<file path="config.mk">
export PLATFORM = sky130hd
export DESIGN_NAME = xlat_tlb
export DESIGN_NICKNAME = d
export VERILOG_FILES = /design/src/rtl/xlat_tlb_pkg.sv /design/src/rtl/xlat_tlb_age.sv /design/src/rtl/xlat_tlb_set.sv /design/src/rtl/xlat_tlb.sv
export SDC_FILE = /design/constraint.sdc
export NUM_CORES = 1
export LEC_CHECK = 0
export ABC_AREA = 1
export BUFFER_PORTS_ARGS = -buffer_cell sky130_fd_sc_hd__buf_2
export CORE_AREA = 2 2 251 191
export DETAILED_ROUTE_END_ITERATION = 8
export DIE_AREA = 0 0 253 193
export PLACE_DENSITY = 0.57
export SETUP_SLACK_MARGIN = 0.15
export SKIP_LAST_GASP = 1
export SYNTH_ARGS = -nofsm -noshare
export SYNTH_HDL_FRONTEND = slang
export SYNTH_SLANG_ARGS = --single-unit
</file>
<file path="constraint.sdc">
create_clock -name clk -period 5.4 [get_ports clk]
set_input_delay 1.08 -clock clk [delete_from_list [all_inputs] [get_ports clk]]
set_output_delay 1.08 -clock clk [all_outputs]
set_load 0.02 [all_outputs]
</file>
<file path="src/rtl/xlat_tlb_pkg.sv">
package xlat_tlb_pkg;
   localparam int unsigned DEF_VPN_W    = 8;
   localparam int unsigned DEF_SET_BITS = 2;
   localparam int unsigned DEF_WAYS     = 4;
   localparam int unsigned DEF_PPN_W    = 6;
   localparam int unsigned DEF_PERM_W   = 2;

   function automatic int unsigned idx_bits(input int unsigned n);
      return (n <= 1) ? 1 : $clog2(n);
   endfunction
endpackage

</file>
<file path="src/rtl/xlat_tlb_age.sv">
module xlat_tlb_age #(
   parameter int unsigned WAYS  = 4,
   parameter int unsigned WAY_W = 2
) (
   input  logic             clk,
   input  logic             rst_n,
   input  logic             hit_touch,
   input  logic [WAY_W-1:0] hit_way,
   input  logic             fill_touch,
   input  logic [WAY_W-1:0] fill_way,
   output logic [WAY_W-1:0] victim
);
   logic [WAY_W-1:0] age_q   [WAYS];
   logic [WAY_W-1:0] age_mid [WAYS];
   logic [WAY_W-1:0] age_nxt [WAYS];

   // the lookup hit ages the other ways first; the victim is chosen after it
   always_comb begin
      age_mid = age_q;
      if (hit_touch) begin
         for (int w = 0; w < WAYS; w++)
            if (age_q[w] < age_q[hit_way]) age_mid[w] = age_q[w] + WAY_W'(1);
         age_mid[hit_way] = '0;
      end
   end

   always_comb begin
      victim = '0;
      for (int w = 0; w < WAYS; w++)
         if (age_mid[w] == WAY_W'(WAYS - 1)) victim = WAY_W'(w);
   end

   always_comb begin
      age_nxt = age_mid;
      if (fill_touch) begin
         for (int w = 0; w < WAYS; w++)
            if (age_mid[w] < age_mid[fill_way]) age_nxt[w] = age_mid[w] + WAY_W'(1);
         age_nxt[fill_way] = '0;
      end
   end

   always_ff @(posedge clk) begin
      if (!rst_n) begin
         for (int w = 0; w < WAYS; w++) age_q[w] <= WAY_W'(w);
      end else begin
         age_q <= age_nxt;
      end
   end
endmodule

</file>
<file path="src/rtl/xlat_tlb_set.sv">
module xlat_tlb_set #(
   parameter int unsigned TAG_W  = 6,
   parameter int unsigned PPN_W  = 6,
   parameter int unsigned PERM_W = 2,
   parameter int unsigned WAYS   = 4,
   parameter int unsigned WAY_W  = 2
) (
   input  logic              clk,
   input  logic              rst_n,
   input  logic              flush,
   input  logic              lk_sel,
   input  logic [TAG_W-1:0]  lk_tag,
   output logic [WAYS-1:0]   lk_match,
   output logic [PPN_W-1:0]  lk_ppn,
   output logic [PERM_W-1:0] lk_perm,
   input  logic              fl_sel,
   input  logic [TAG_W-1:0]  fl_tag,
   input  logic [PPN_W-1:0]  fl_ppn,
   input  logic [PERM_W-1:0] fl_perm
);
   logic [WAYS-1:0]   valid_q;
   logic [TAG_W-1:0]  tag_q  [WAYS];
   logic [PPN_W-1:0]  ppn_q  [WAYS];
   logic [PERM_W-1:0] perm_q [WAYS];
   logic [WAYS-1:0]   fl_match;
   logic [WAY_W-1:0]  hit_way, fill_way, victim;
   logic              wr_en, hit_touch;

   for (genvar w = 0; w < WAYS; w++) begin : g_way
      assign lk_match[w] = lk_sel && valid_q[w] && (tag_q[w] == lk_tag);
      assign fl_match[w] = valid_q[w] && (tag_q[w] == fl_tag);
   end

   always_comb begin
      hit_way = '0;
      lk_ppn  = '0;
      lk_perm = '0;
      for (int w = 0; w < WAYS; w++) begin
         if (lk_match[w]) begin
            hit_way = WAY_W'(w);
            lk_ppn  = lk_ppn | ppn_q[w];
            lk_perm = lk_perm | perm_q[w];
         end
      end
   end

   // existing tag first, then lowest free way, then the oldest way
   always_comb begin
      fill_way = victim;
      for (int w = WAYS - 1; w >= 0; w--)
         if (!valid_q[w]) fill_way = WAY_W'(w);
      for (int w = 0; w < WAYS; w++)
         if (fl_match[w]) fill_way = WAY_W'(w);
   end

   assign wr_en     = fl_sel && !flush;
   assign hit_touch = !flush && (|lk_match);

   xlat_tlb_age #(.WAYS(WAYS), .WAY_W(WAY_W)) u_age (
      .clk        (clk),
      .rst_n      (rst_n),
      .hit_touch  (hit_touch),
      .hit_way    (hit_way),
      .fill_touch (wr_en),
      .fill_way   (fill_way),
      .victim     (victim)
   );

   always_ff @(posedge clk) begin
      if (!rst_n || flush) valid_q <= '0;
      else if (wr_en)      valid_q[fill_way] <= 1'b1;
   end

   always_ff @(posedge clk) begin
      if (wr_en) begin
         tag_q[fill_way]  <= fl_tag;
         ppn_q[fill_way]  <= fl_ppn;
         perm_q[fill_way] <= fl_perm;
      end
   end
endmodule

</file>
<file path="src/rtl/xlat_tlb.sv">
module xlat_tlb
   import xlat_tlb_pkg::*;
#(
   parameter int unsigned VPN_W    = DEF_VPN_W,
   parameter int unsigned SET_BITS = DEF_SET_BITS,
   parameter int unsigned WAYS     = DEF_WAYS,
   parameter int unsigned PPN_W    = DEF_PPN_W,
   parameter int unsigned PERM_W   = DEF_PERM_W
) (
   input  logic              clk,
   input  logic              rst_n,
   input  logic              lk_valid,
   input  logic [VPN_W-1:0]  lk_vpn,
   output logic              lk_hit,
   output logic [PPN_W-1:0]  lk_ppn,
   output logic [PERM_W-1:0] lk_perm,
   input  logic              fill_valid,
   input  logic [VPN_W-1:0]  fill_vpn,
   input  logic [PPN_W-1:0]  fill_ppn,
   input  logic [PERM_W-1:0] fill_perm,
   input  logic              flush_all
);
   localparam int unsigned SETS  = 1 << SET_BITS;
   localparam int unsigned TAG_W = VPN_W - SET_BITS;
   localparam int unsigned WAY_W = idx_bits(WAYS);

   if (SET_BITS < 1 || SET_BITS >= VPN_W) begin : g_bad_index
      $error("xlat_tlb: SET_BITS must lie in 1..VPN_W-1");
   end
   if (WAYS < 2 || (WAYS & (WAYS - 1)) != 0) begin : g_bad_ways
      $error("xlat_tlb: WAYS must be a power of two, at least 2");
   end
   if (PPN_W < 1 || PERM_W < 1) begin : g_bad_data
      $error("xlat_tlb: PPN_W and PERM_W must be at least 1");
   end

   logic [SET_BITS-1:0]          lk_idx, fl_idx;
   logic [TAG_W-1:0]             lk_tag, fl_tag;
   logic [SETS-1:0][WAYS-1:0]    set_match;
   logic [SETS-1:0][PPN_W-1:0]   set_ppn;
   logic [SETS-1:0][PERM_W-1:0]  set_perm;
   logic [SETS*WAYS-1:0]         set_match_flat;

   assign lk_idx = lk_vpn[SET_BITS-1:0];
   assign lk_tag = lk_vpn[VPN_W-1:SET_BITS];
   assign fl_idx = fill_vpn[SET_BITS-1:0];
   assign fl_tag = fill_vpn[VPN_W-1:SET_BITS];
   assign set_match_flat = set_match;

   for (genvar s = 0; s < SETS; s++) begin : g_set
      xlat_tlb_set #(
         .TAG_W(TAG_W), .PPN_W(PPN_W), .PERM_W(PERM_W),
         .WAYS(WAYS), .WAY_W(WAY_W)
      ) u_set (
         .clk      (clk),
         .rst_n    (rst_n),
         .flush    (flush_all),
         .lk_sel   (lk_valid && (lk_idx == SET_BITS'(s))),
         .lk_tag   (lk_tag),
         .lk_match (set_match[s]),
         .lk_ppn   (set_ppn[s]),
         .lk_perm  (set_perm[s]),
         .fl_sel   (fill_valid && (fl_idx == SET_BITS'(s))),
         .fl_tag   (fl_tag),
         .fl_ppn   (fill_ppn),
         .fl_perm  (fill_perm)
      );
   end

   always_comb begin
      lk_ppn  = '0;
      lk_perm = '0;
      for (int s = 0; s < SETS; s++) begin
         lk_ppn  = lk_ppn | set_ppn[s];
         lk_perm = lk_perm | set_perm[s];
      end
   end

   assign lk_hit = |set_match_flat;
endmodule

</file>
==> results of run 1 <==
==> final cells by class <==
type,instances,area (sq um)
clock buffer,32,758
clock inverter,22,315
fill,4641,27600
inverter,315,1190
multi-input combinational,1360,6950
sequential,272,7690
tap,603,754
timing repair buffer,177,1370
==> per-layer routing <==
| layer | up-vias | wire [microns] | share of wire | GRT usage |
|---|---|---|---|---|
| li1 | 7048 | - | - | - |
| met1 | 7033 | 25600 | 0.46 | 0.328 |
| met2 | 603 | 23800 | 0.43 | 0.352 |
| met3 | 99 | 5160 | 0.092 | 0.0462 |
| met4 | 0 | 1450 | 0.026 | 0.0624 |
| met5 | - | 0 | 0 | 0 |
==> flip-flops by register name, indices dropped and copies added (netlist names) <==
register,count
g_set.u_set.perm_q,32
g_set.u_set.tag_q,96
g_set.u_set.ppn_q,96
g_set.u_set.u_age.age_q,32
g_set.u_set.valid_q,16
==> cell usage in the layout, fill, tap and decap left out, types with 11 or more instances in the layout <==
master,Yosys,layout
nand2_1,548,548
inv_1,297,297
edfxtp_1,224,224
nor2_1,207,204
buf_4,9,129
nand3_1,129,127
a21oi_1,61,61
nand4_1,58,58
dfxtp_1,48,48
o22ai_1,44,44
o21ai_0,40,40
buf_2,10,37
a22o_1,31,31
clkbuf_16,0,30
ha_1,28,28
a32o_1,26,26
xor2_1,20,20
nor3_1,20,20
nor4_1,21,20
a221oi_1,16,14
inv_2,12,12
o211ai_1,12,12
xnor2_1,11,11
buf_12,0,11
==> power by group through the flow <==
stage	logic (mW)	registers [mW]	clock network (mW)
detailed placement	0.312	2.33	0
global placement	0.309	2.33	0
finish	0.318	2.29	2.25
CTS	0.313	2.29	2.28
global route	0.345	2.29	2.36
floorplan	0.163	2.33	0
==> metrics by stage <==
stage | power (mW) | worst slack, ns | util
after floorplan | 2.49 | 0.502 | -
after global placement | 2.64 | 0.0885 | 0.384
after detailed placement | 2.64 | -0.0286 | 0.384
after CTS | 4.88 | 0.569 | 0.408
after global routing | 4.99 | 0.133 | 0.408
final | 4.85 | 0.559 | 0.408
==> tightest hold or removal path: stages (launching register included) <==
cell     delay (ns)
dfxtp_1        0.32
inv_1          0.10
a21oi_1        0.07
==> final timing paths <==
check | end | slack (ns) | startpoint | depth (start not counted)
max reg2reg | g_set[2].u_set.u_age.age_q[2]$_SDFF_PN0_ | 0.93 | g_set[2].u_set.tag_q[3][3]$_DFFE_PP_ | 31
min reg2reg | g_set[0].u_set.valid_q[1]$_SDFFE_PP0P_ | 0.55 | g_set[0].u_set.valid_q[1]$_SDFFE_PP0P_ | 2
max | g_set[2].u_set.u_age.age_q[2]$_SDFF_PN0_ | 0.56 | lk_vpn[5] | 33
min | g_set[0].u_set.valid_q[1]$_SDFFE_PP0P_ | 0.55 | g_set[0].u_set.valid_q[1]$_SDFFE_PP0P_ | 2
==> cell families after synthesis <==
kind of cell	Yosys count
flops	272
buf+inv	361
compound gates	266
fa+ha+maj	28
simple gates	1035
xor+xnor	31
==> what timing repair did <==
action	in CTS	in global routing
endpoints found under the hold margin	0	0
gates resized for setup	0	8
setup endpoints to repair	0	8
==> results.ini, run 1 <==
[place]
hpwl_microns = 39400
port_buffers = 37
place_congestion = 0.936
dp_cells = 2727
placed_cell_area_sq_um = 17900

[synth]
async_reset_ff_frac = 0
syn_inst = 1993
syn_area_sq_um = 16000
synth_xor_area_frac = 0.0169
synth_compound_area_frac = 0.112
synth_nets = 2050
postSynthAreaPerCell_sq_um = 8.04
yosysWarnings = 0
yosys_register_bits = 272
synth_flop_cell = edfxtp_1
synth.area.top_cells = edfxtp_1 (42%), nand2_1 (13%), inv_1 (7.0%), dfxtp_1 (6.0%), nor2_1 (4.8%)
synth_top_cell_area_share = 0.420
synth.most_common_cell = nand2_1
yosys.area.top_type = edfxtp_1
synth_top_family_by_area = simple AND/OR/NAND/NOR gates
synth_simple_gate_area_frac = 0.281
synth_edf_count = 224
muxShareOfSynthArea = 0
synth_cell_types = 53
synthAdderAreaFrac = 0.0219
ys_top_cells_by_count = nand2_1 (548), inv_1 (297), edfxtp_1 (224), nor2_1 (207), nand3_1 (129)
ys_seq_area_frac = 0.480

[cts]
insertion_delay_ns = 0.60
cts_num_sinks = 272
cts-hold-fix-buffers = 0
post_cts_buffers = 0
clockBufferDepth = 3
clkTransAtPathRegs_ns = 0.07
cts_buffers = 30
htree_levels = 1
cts_tree = done
root_buffer = clkbuf_16

[power_and_ir_drop]
power_frac_seq = 0.471
leakage_nw = 8.28
power.internal_mw = 3.69
peakVddDrop_mv = 0.255
p_sw_frac = 0.240
clockPowerShare = 0.463
p_switching_mw = 1.17
pwr-share-comb = 0.066
p_per_area_nw_per_um2 = 255

[timing]
finalSetupTns_ns = 0
finalMaxSlewViolations = 0
timing.hold.ws_ns = 0.546
fmax_ghz = 0.207
period_needed_ns = 4.84
rsz0062_at_grt = true
hold_viol = 0
finalSetupViolCount = 0
relSlewSlack = 0.279
worstMarginPinSlew_ns = 1.08
skew_ns = 0.0145
post-route-period-util = 0.896

[floorplan]
die-height_microns = 193
coreArea_sq_um = 46600
boundaryPins = 38
initial_utilization = 0.344
row_count = 69
dieArea_sq_um = 48800
die_w_microns = 253

[finish]
insertedDiodeCount = 0
drive_gt1_frac = 0.132
design_area_sq_um = 19000
fin_cells = 2781
area_growth_pct = 18.7
nets = 2213

[global_route]
grt_overflow = 0
globalRouteTotalUtil = 0.229
grt_max_degree = 33
antenna_found_initial = 1
grt_pass1_wl_microns = 84000
grt_pass1_vias = 13900

[critical_path]
slowest_stage = or2_2
critical_path.most_common_cell = nand2_1
critPathKind = input port to flip-flop
critPathBufInv = 7
critPathCaptureType = flip-flop
critical_path.max_stage_delay_ns = 0.34
cp.arrival_ns = 5.35
critPathTopFamily = simple AND/OR/NAND/NOR gates
start_kind = input port
worstPathRequired_ns = 5.90
crit_path_max_fanout = 12

[route]
drc = 0
wl_per_cell_microns = 20.1
drt-initial-drc-count = 1490
wl_microns = 56000
ant_nets = 0
viasPerCell = 5.32
vias = 14800
first_pass_iters = 5

[run]
cap_viol_max_count = 0

[run_status]
outcome = completed

[worst_hold_path]
worstHoldPathType = flip-flop to flip-flop

Power figures use the tool's default switching activity.
==> run 2, diff against run 1 <==
--- a/config.mk
+++ b/config.mk
@@ -10,7 +10,7 @@
 export CORE_AREA = 2 2 251 191
 export DETAILED_ROUTE_END_ITERATION = 8
 export DIE_AREA = 0 0 253 193
-export PLACE_DENSITY = 0.57
+export PLACE_DENSITY = 0.45
 export SETUP_SLACK_MARGIN = 0.15
 export SKIP_LAST_GASP = 1
 export SYNTH_ARGS = -nofsm -noshare
==> results.ini, run 2 (synthesis gave the netlist of run 1 again) <==
[run_status]
outcome = completed

[critical_path]
critPathTopFamily = simple AND/OR/NAND/NOR gates
critPathCapture = g_set[0].u_set.u_age.age_q[7]$_SDFF_PN0_
critPathCaptureType = flip-flop
critPathKind = input port to flip-flop
reg2regPathDepth = 31
slowest_stage = ha_1
worstPathRequired_ns = 5.93
cp.arrival_ns = 5.45
start_kind = input port
critical_path.max_stage_delay_ns = 0.28
ff2ff_setup_slack_ns = 0.89
r2r-start = g_set[0].u_set.tag_q[2][2]$_DFFE_PP_
crit_path_max_fanout = 6
critPathLaunch = lk_vpn[0]
critPathBufInv = 10
crit_cells = 35
r2r-end = g_set[0].u_set.u_age.age_q[7]$_SDFF_PN0_

[floorplan]
row_count = 69
die_w_microns = 253
dieArea_sq_um = 48800
die-height_microns = 193
initial_utilization = 0.344
boundaryPins = 38
coreArea_sq_um = 46600

[global_route]
grt_pass1_wl_microns = 90200
grt_overflow = 0
grt_pass1_vias = 14200
grt_max_degree = 33
antenna_found_initial = 0
globalRouteTotalUtil = 0.251

[place]
place_congestion = 0.937
hpwl_microns = 44900
placed_cell_area_sq_um = 18300
port_buffers = 37

[power_and_ir_drop]
peakVddDrop_mv = 0.231
total_power_mw = 4.93
leakage_nw = 8.55
p_per_area_nw_per_um2 = 252

[finish]
seq_area_sq_um = 7690
nFillCells = 4718
top_regs = g_set.u_set.ppn_q x96, g_set.u_set.tag_q x96
design_area_sq_um = 19500
insertedDiodeCount = 0
area_growth_pct = 21.9
multi_input_area_sq_um = 6980
drive_gt1_frac = 0.152
layout_common_cells = nand2_1 (546), inv_1 (296), edfxtp_1 (224)
final_common_cell = nand2_1
nets = 2258

[route]
first_pass_iters = 6
ant_nets = 0
drt-initial-drc-count = 1651
drc = 0
wl_per_cell_microns = 21.6
viasPerCell = 5.29
vias = 15000
wl_microns = 61000

[cts]
cts_tree = done
cts_buffers = 31
clkTransAtPathRegs_ns = 0.06
clockBufferDepth = 3
cts_num_sinks = 272
insertion_delay_ns = 0.59
root_buffer = clkbuf_16
htree_levels = 1

[run]
cap_viol_max_count = 0

[timing]
rsz0062_at_grt = true
period_needed_ns = 4.92
worstMarginPinSlew_ns = 1.06
post-route-period-util = 0.911
skew_ns = 0.0119
finalSetupViolCount = 0
finalMaxSlewViolations = 0
relSlewSlack = 0.290
timing.hold.ws_ns = 0.552
fmax_ghz = 0.203
hold_viol = 0

[worst_hold_path]
worstHoldPathType = flip-flop to flip-flop

## run 2: cell count changes in the layout (fill, tap and decap cells not counted), moves of 2 or more
| cell | delta |
|---|---|
| nor2_1 | -6 |
| clkbuf_8 | +4 |
| nand2_2 | +2 |
| buf_12 | +8 |
| inv_4 | +2 |
| clkinv_4 | -2 |
| clkinvlp_4 | -3 |
| clkbuf_1 | +2 |
| nor2_2 | +5 |
| buf_4 | +36 |
| nand2_1 | -2 |
## run 2: layer usage
metal,global-route usage,wire length (microns),vias up
li1,-,-,7154
met1,0.381,29900,7138
met2,0.368,24900,597
met3,0.0409,4630,84
met4,0.0635,1600,0
met5,0,0,-
## run 2: stage by stage
| step | setup TNS [ns] | setup slack [ns] | cells | util |
|---|---|---|---|---|
| final | 0 | 0.478 | 2828 | 0.419 |
| after global routing | 0 | 0.120 | 2828 | 0.419 |
| after CTS | 0 | 0.293 | 2825 | 0.417 |
| after detailed placement | -3.60 | -0.310 | 2768 | 0.394 |
| after global placement | -2.60 | -0.305 | 2768 | 0.394 |
| after floorplan | 0 | 0.502 | 1993 | - |
## run 2: where the power goes
| part | leakage (nW) | internal, mW | total [mW] | switching [mW] |
|---|---|---|---|---|
| clock network | 0.542 | 1.40 | 2.30 | 0.900 |
| registers | 2.41 | 2.28 | 2.29 | 0.00724 |
| logic | 5.61 | 0.103 | 0.343 | 0.240 |
| total | 8.55 | 3.78 | 4.93 | 1.15 |
## run 2: how the worst min path moves through the flow
stage | slack (ns) | from | to | cells past startpoint
after global routing | 0.58 | g_set[3].u_set.valid_q[3]$_SDFFE_PP0P_ | g_set[3].u_set.valid_q[3]$_SDFFE_PP0P_ | 2
after floorplan | 0.48 | g_set[0].u_set.valid_q[2]$_SDFFE_PP0P_ | g_set[0].u_set.valid_q[2]$_SDFFE_PP0P_ | 2
after global placement | 0.54 | g_set[3].u_set.valid_q[3]$_SDFFE_PP0P_ | g_set[3].u_set.valid_q[3]$_SDFFE_PP0P_ | 2
final | 0.55 | g_set[2].u_set.valid_q[3]$_SDFFE_PP0P_ | g_set[2].u_set.valid_q[3]$_SDFFE_PP0P_ | 2
after detailed placement | 0.55 | g_set[3].u_set.valid_q[3]$_SDFFE_PP0P_ | g_set[3].u_set.valid_q[3]$_SDFFE_PP0P_ | 2
after CTS | 0.56 | g_set[3].u_set.valid_q[3]$_SDFFE_PP0P_ | g_set[3].u_set.valid_q[3]$_SDFFE_PP0P_ | 2
## run 2: repair_timing
item,in CTS,in global routing
endpoints found under the setup margin,0,18
resized for setup,0,14
hold buffers,0,0
setup buffers,0,3
## run 2: worst register-to-register path, delay by kind of cell, from the launching register on
kind,cells,cell delay (ns)
buffers and inverters,6,0.59
adders and majority gates,2,0.50
DFF,1,0.45
xor gates and xnor gates,2,0.39
AOI/OAI and AO/OA,4,0.55
and+or+nand+nor,17,1.96
## run 2: area by class of cell
cell class | instances | area share
Multi-Input combinational cell | 1360 | 0.357
Timing Repair Buffer | 221 | 0.0924
Clock inverter | 18 | 0.0138
Inverter | 315 | 0.0610
Clock buffer | 39 | 0.0433
Tap cell | 603 | 0.0386
Sequential cell | 272 | 0.394
==> run 3, diff against run 2 <==
--- a/config.mk
+++ b/config.mk
@@ -6,10 +6,10 @@
 export NUM_CORES = 1
 export LEC_CHECK = 0
 export ABC_AREA = 1
-export BUFFER_PORTS_ARGS = -buffer_cell sky130_fd_sc_hd__buf_2
 export CORE_AREA = 2 2 251 191
 export DETAILED_ROUTE_END_ITERATION = 8
 export DIE_AREA = 0 0 253 193
+export DONT_BUFFER_PORTS = 1
 export PLACE_DENSITY = 0.45
 export SETUP_SLACK_MARGIN = 0.15
 export SKIP_LAST_GASP = 1
==> constraint.sdc (replaced) <==
create_clock -name clk -period 4.78 [get_ports clk]
set_input_delay 0.956 -clock clk [delete_from_list [all_inputs] [get_ports clk]]
set_output_delay 0.956 -clock clk [all_outputs]
set_load 0.02 [all_outputs]
==> results.ini, run 3 (synthesis gave the netlist of run 1 again) <==
[place]
place_congestion = 0.911
hpwl_microns = 42000
dp_cells = 2795
port_buffers = 0
placed_cell_area_sq_um = 18600

[cts]
insertion_delay_ns = 0.59
cts_buffers = 30
root_buffer = clkbuf_16
htree_levels = 1
cts_tree = done
cts_num_sinks = 272
clkTransAtPathRegs_ns = 0.07
cts-hold-fix-buffers = 0
clockBufferDepth = 3

[floorplan]
die-height_microns = 193
row_count = 69
coreArea_sq_um = 46600
dieArea_sq_um = 48800
initial_utilization = 0.344
die_w_microns = 253
boundaryPins = 38

[timing]
relSlewSlack = 0.285
rsz0062_at_grt = false
finalSetupViolCount = 0
post-route-period-util = 0.919
hold_viol = 0
worstMarginPinSlew_ns = 1.07
finalMaxSlewViolations = 0
fmax_ghz = 0.228
skew_ns = 0.0175
period_needed_ns = 4.39

[global_route]
globalRouteTotalUtil = 0.240
grt_max_degree = 34
antenna_found_initial = 0
grt_pass1_wl_microns = 87800
grt_pass1_vias = 14000
grt_overflow = 0

[power_and_ir_drop]
total_power_mw = 5.26
leakage_nw = 8.73
p_per_area_nw_per_um2 = 262
peakVddDrop_mv = 0.284

[finish]
nFillCells = 4685
utilization = 0.431
nets = 2296
seq_area_sq_um = 7690
fin_cells = 2866
layout_common_cells = nand2_1 (526), inv_1 (294), buf_4 (240)
top_regs = g_set.u_set.ppn_q x96, g_set.u_set.tag_q x96
insertedDiodeCount = 0
area_growth_pct = 25.2
drive_gt1_frac = 0.200
design_area_sq_um = 20100
final_common_cell = nand2_1
multi_input_area_sq_um = 7280

[route]
drc = 0
drt-initial-drc-count = 1513
vias = 15000
wl_microns = 59200
wl_per_cell_microns = 20.7
first_pass_iters = 5
viasPerCell = 5.25
ant_nets = 0

[worst_hold_path]
holdPathEnd = g_set[2].u_set.u_age.age_q[0]$_SDFF_PN1_
worstHoldPathType = input port to flip-flop
worst_hold_path.num_cells = 1
min_from = rst_n

[critical_path]
critPathCaptureType = flip-flop
critical_path.max_stage_delay_ns = 0.28
critical_path.most_common_cell = nor2_1
critPathKind = input port to flip-flop
crit_path_max_fanout = 18
r2r-start = g_set[2].u_set.tag_q[2][3]$_DFFE_PP_
worstPathRequired_ns = 5.28
reg2regPathDepth = 30
r2r-end = g_set[2].u_set.u_age.age_q[7]$_SDFF_PN0_
slowest_stage = ha_1
ff2ff_setup_slack_ns = 0.45
cp.arrival_ns = 4.90
start_kind = input port

[run_status]
outcome = completed

[run]
cap_viol_max_count = 0

## run 3: where the power goes
group | switching (mW) | internal (mW)
clock network | 1.06 | 1.34
registers | 0.00814 | 2.57
logic | 0.175 | 0.102
total | 1.24 | 4.01
## run 3: repair_timing
| action | CTS | global route |
|---|---|---|
| cloned | 0 | 1 |
| gates resized for setup | 1 | 101 |
| pin swaps | 0 | 33 |
| endpoints found under the setup margin | 1 | 47 |
| buffers inserted | 0 | 14 |
## run 3: layout make-up
class	count	area share
clock buffer	32	0.0378
clock inverter	24	0.0127
inverter	315	0.0596
multi-input combinational	1361	0.363
sequential	272	0.383
tap	603	0.0376
timing repair buffer	259	0.107
## run 3: worst max-delay path by stage
stage	end	startpoint	cells past startpoint	slack, ns
floorplan	g_set[0].u_set.u_age.age_q[7]$_SDFF_PN0_	lk_vpn[7]	32	0.15
global placement	g_set[0].u_set.u_age.age_q[7]$_SDFF_PN0_	lk_vpn[1]	32	-0.40
detailed placement	g_set[0].u_set.u_age.age_q[7]$_SDFF_PN0_	lk_vpn[1]	32	-0.45
CTS	g_set[0].u_set.u_age.age_q[7]$_SDFF_PN0_	lk_vpn[1]	34	0.20
global route	g_set[2].u_set.u_age.age_q[7]$_SDFF_PN0_	lk_vpn[7]	34	0.13
finish	g_set[2].u_set.u_age.age_q[7]$_SDFF_PN0_	lk_vpn[7]	32	0.39
## run 3: metrics by stage
step	hold slack [ns]	setup slack (ns)	TNS [ns]
detailed placement	0.528	-0.451	-13.49
finish	0.443	0.385	0
global placement	0.529	-0.404	-10.71
floorplan	0.480	0.145	0
global route	0.428	0.128	0
CTS	0.427	0.197	0
## run 3: metal layers
layer  GRT usage  vias to the layer above  share of wire  wire [microns]
met3      0.0361                       69          0.073            4290
met1       0.375                     7209           0.50           29700
met5           0                        -              0               0
li1            -                     7237              -               -
met2       0.352                      531           0.41           24200
met4      0.0421                        0          0.016             960
## run 3: worst max-delay path: cells and delay by family
| kind | cells | cell delay (ns) |
|---|---|---|
| AOI/OAI and AO/OA | 3 | 0.35 |
| buffers and inverters | 8 | 0.92 |
| and+or+nand+nor | 18 | 2.01 |
| xor gates and xnor gates | 1 | 0.17 |
| adders and majority gates | 2 | 0.48 |
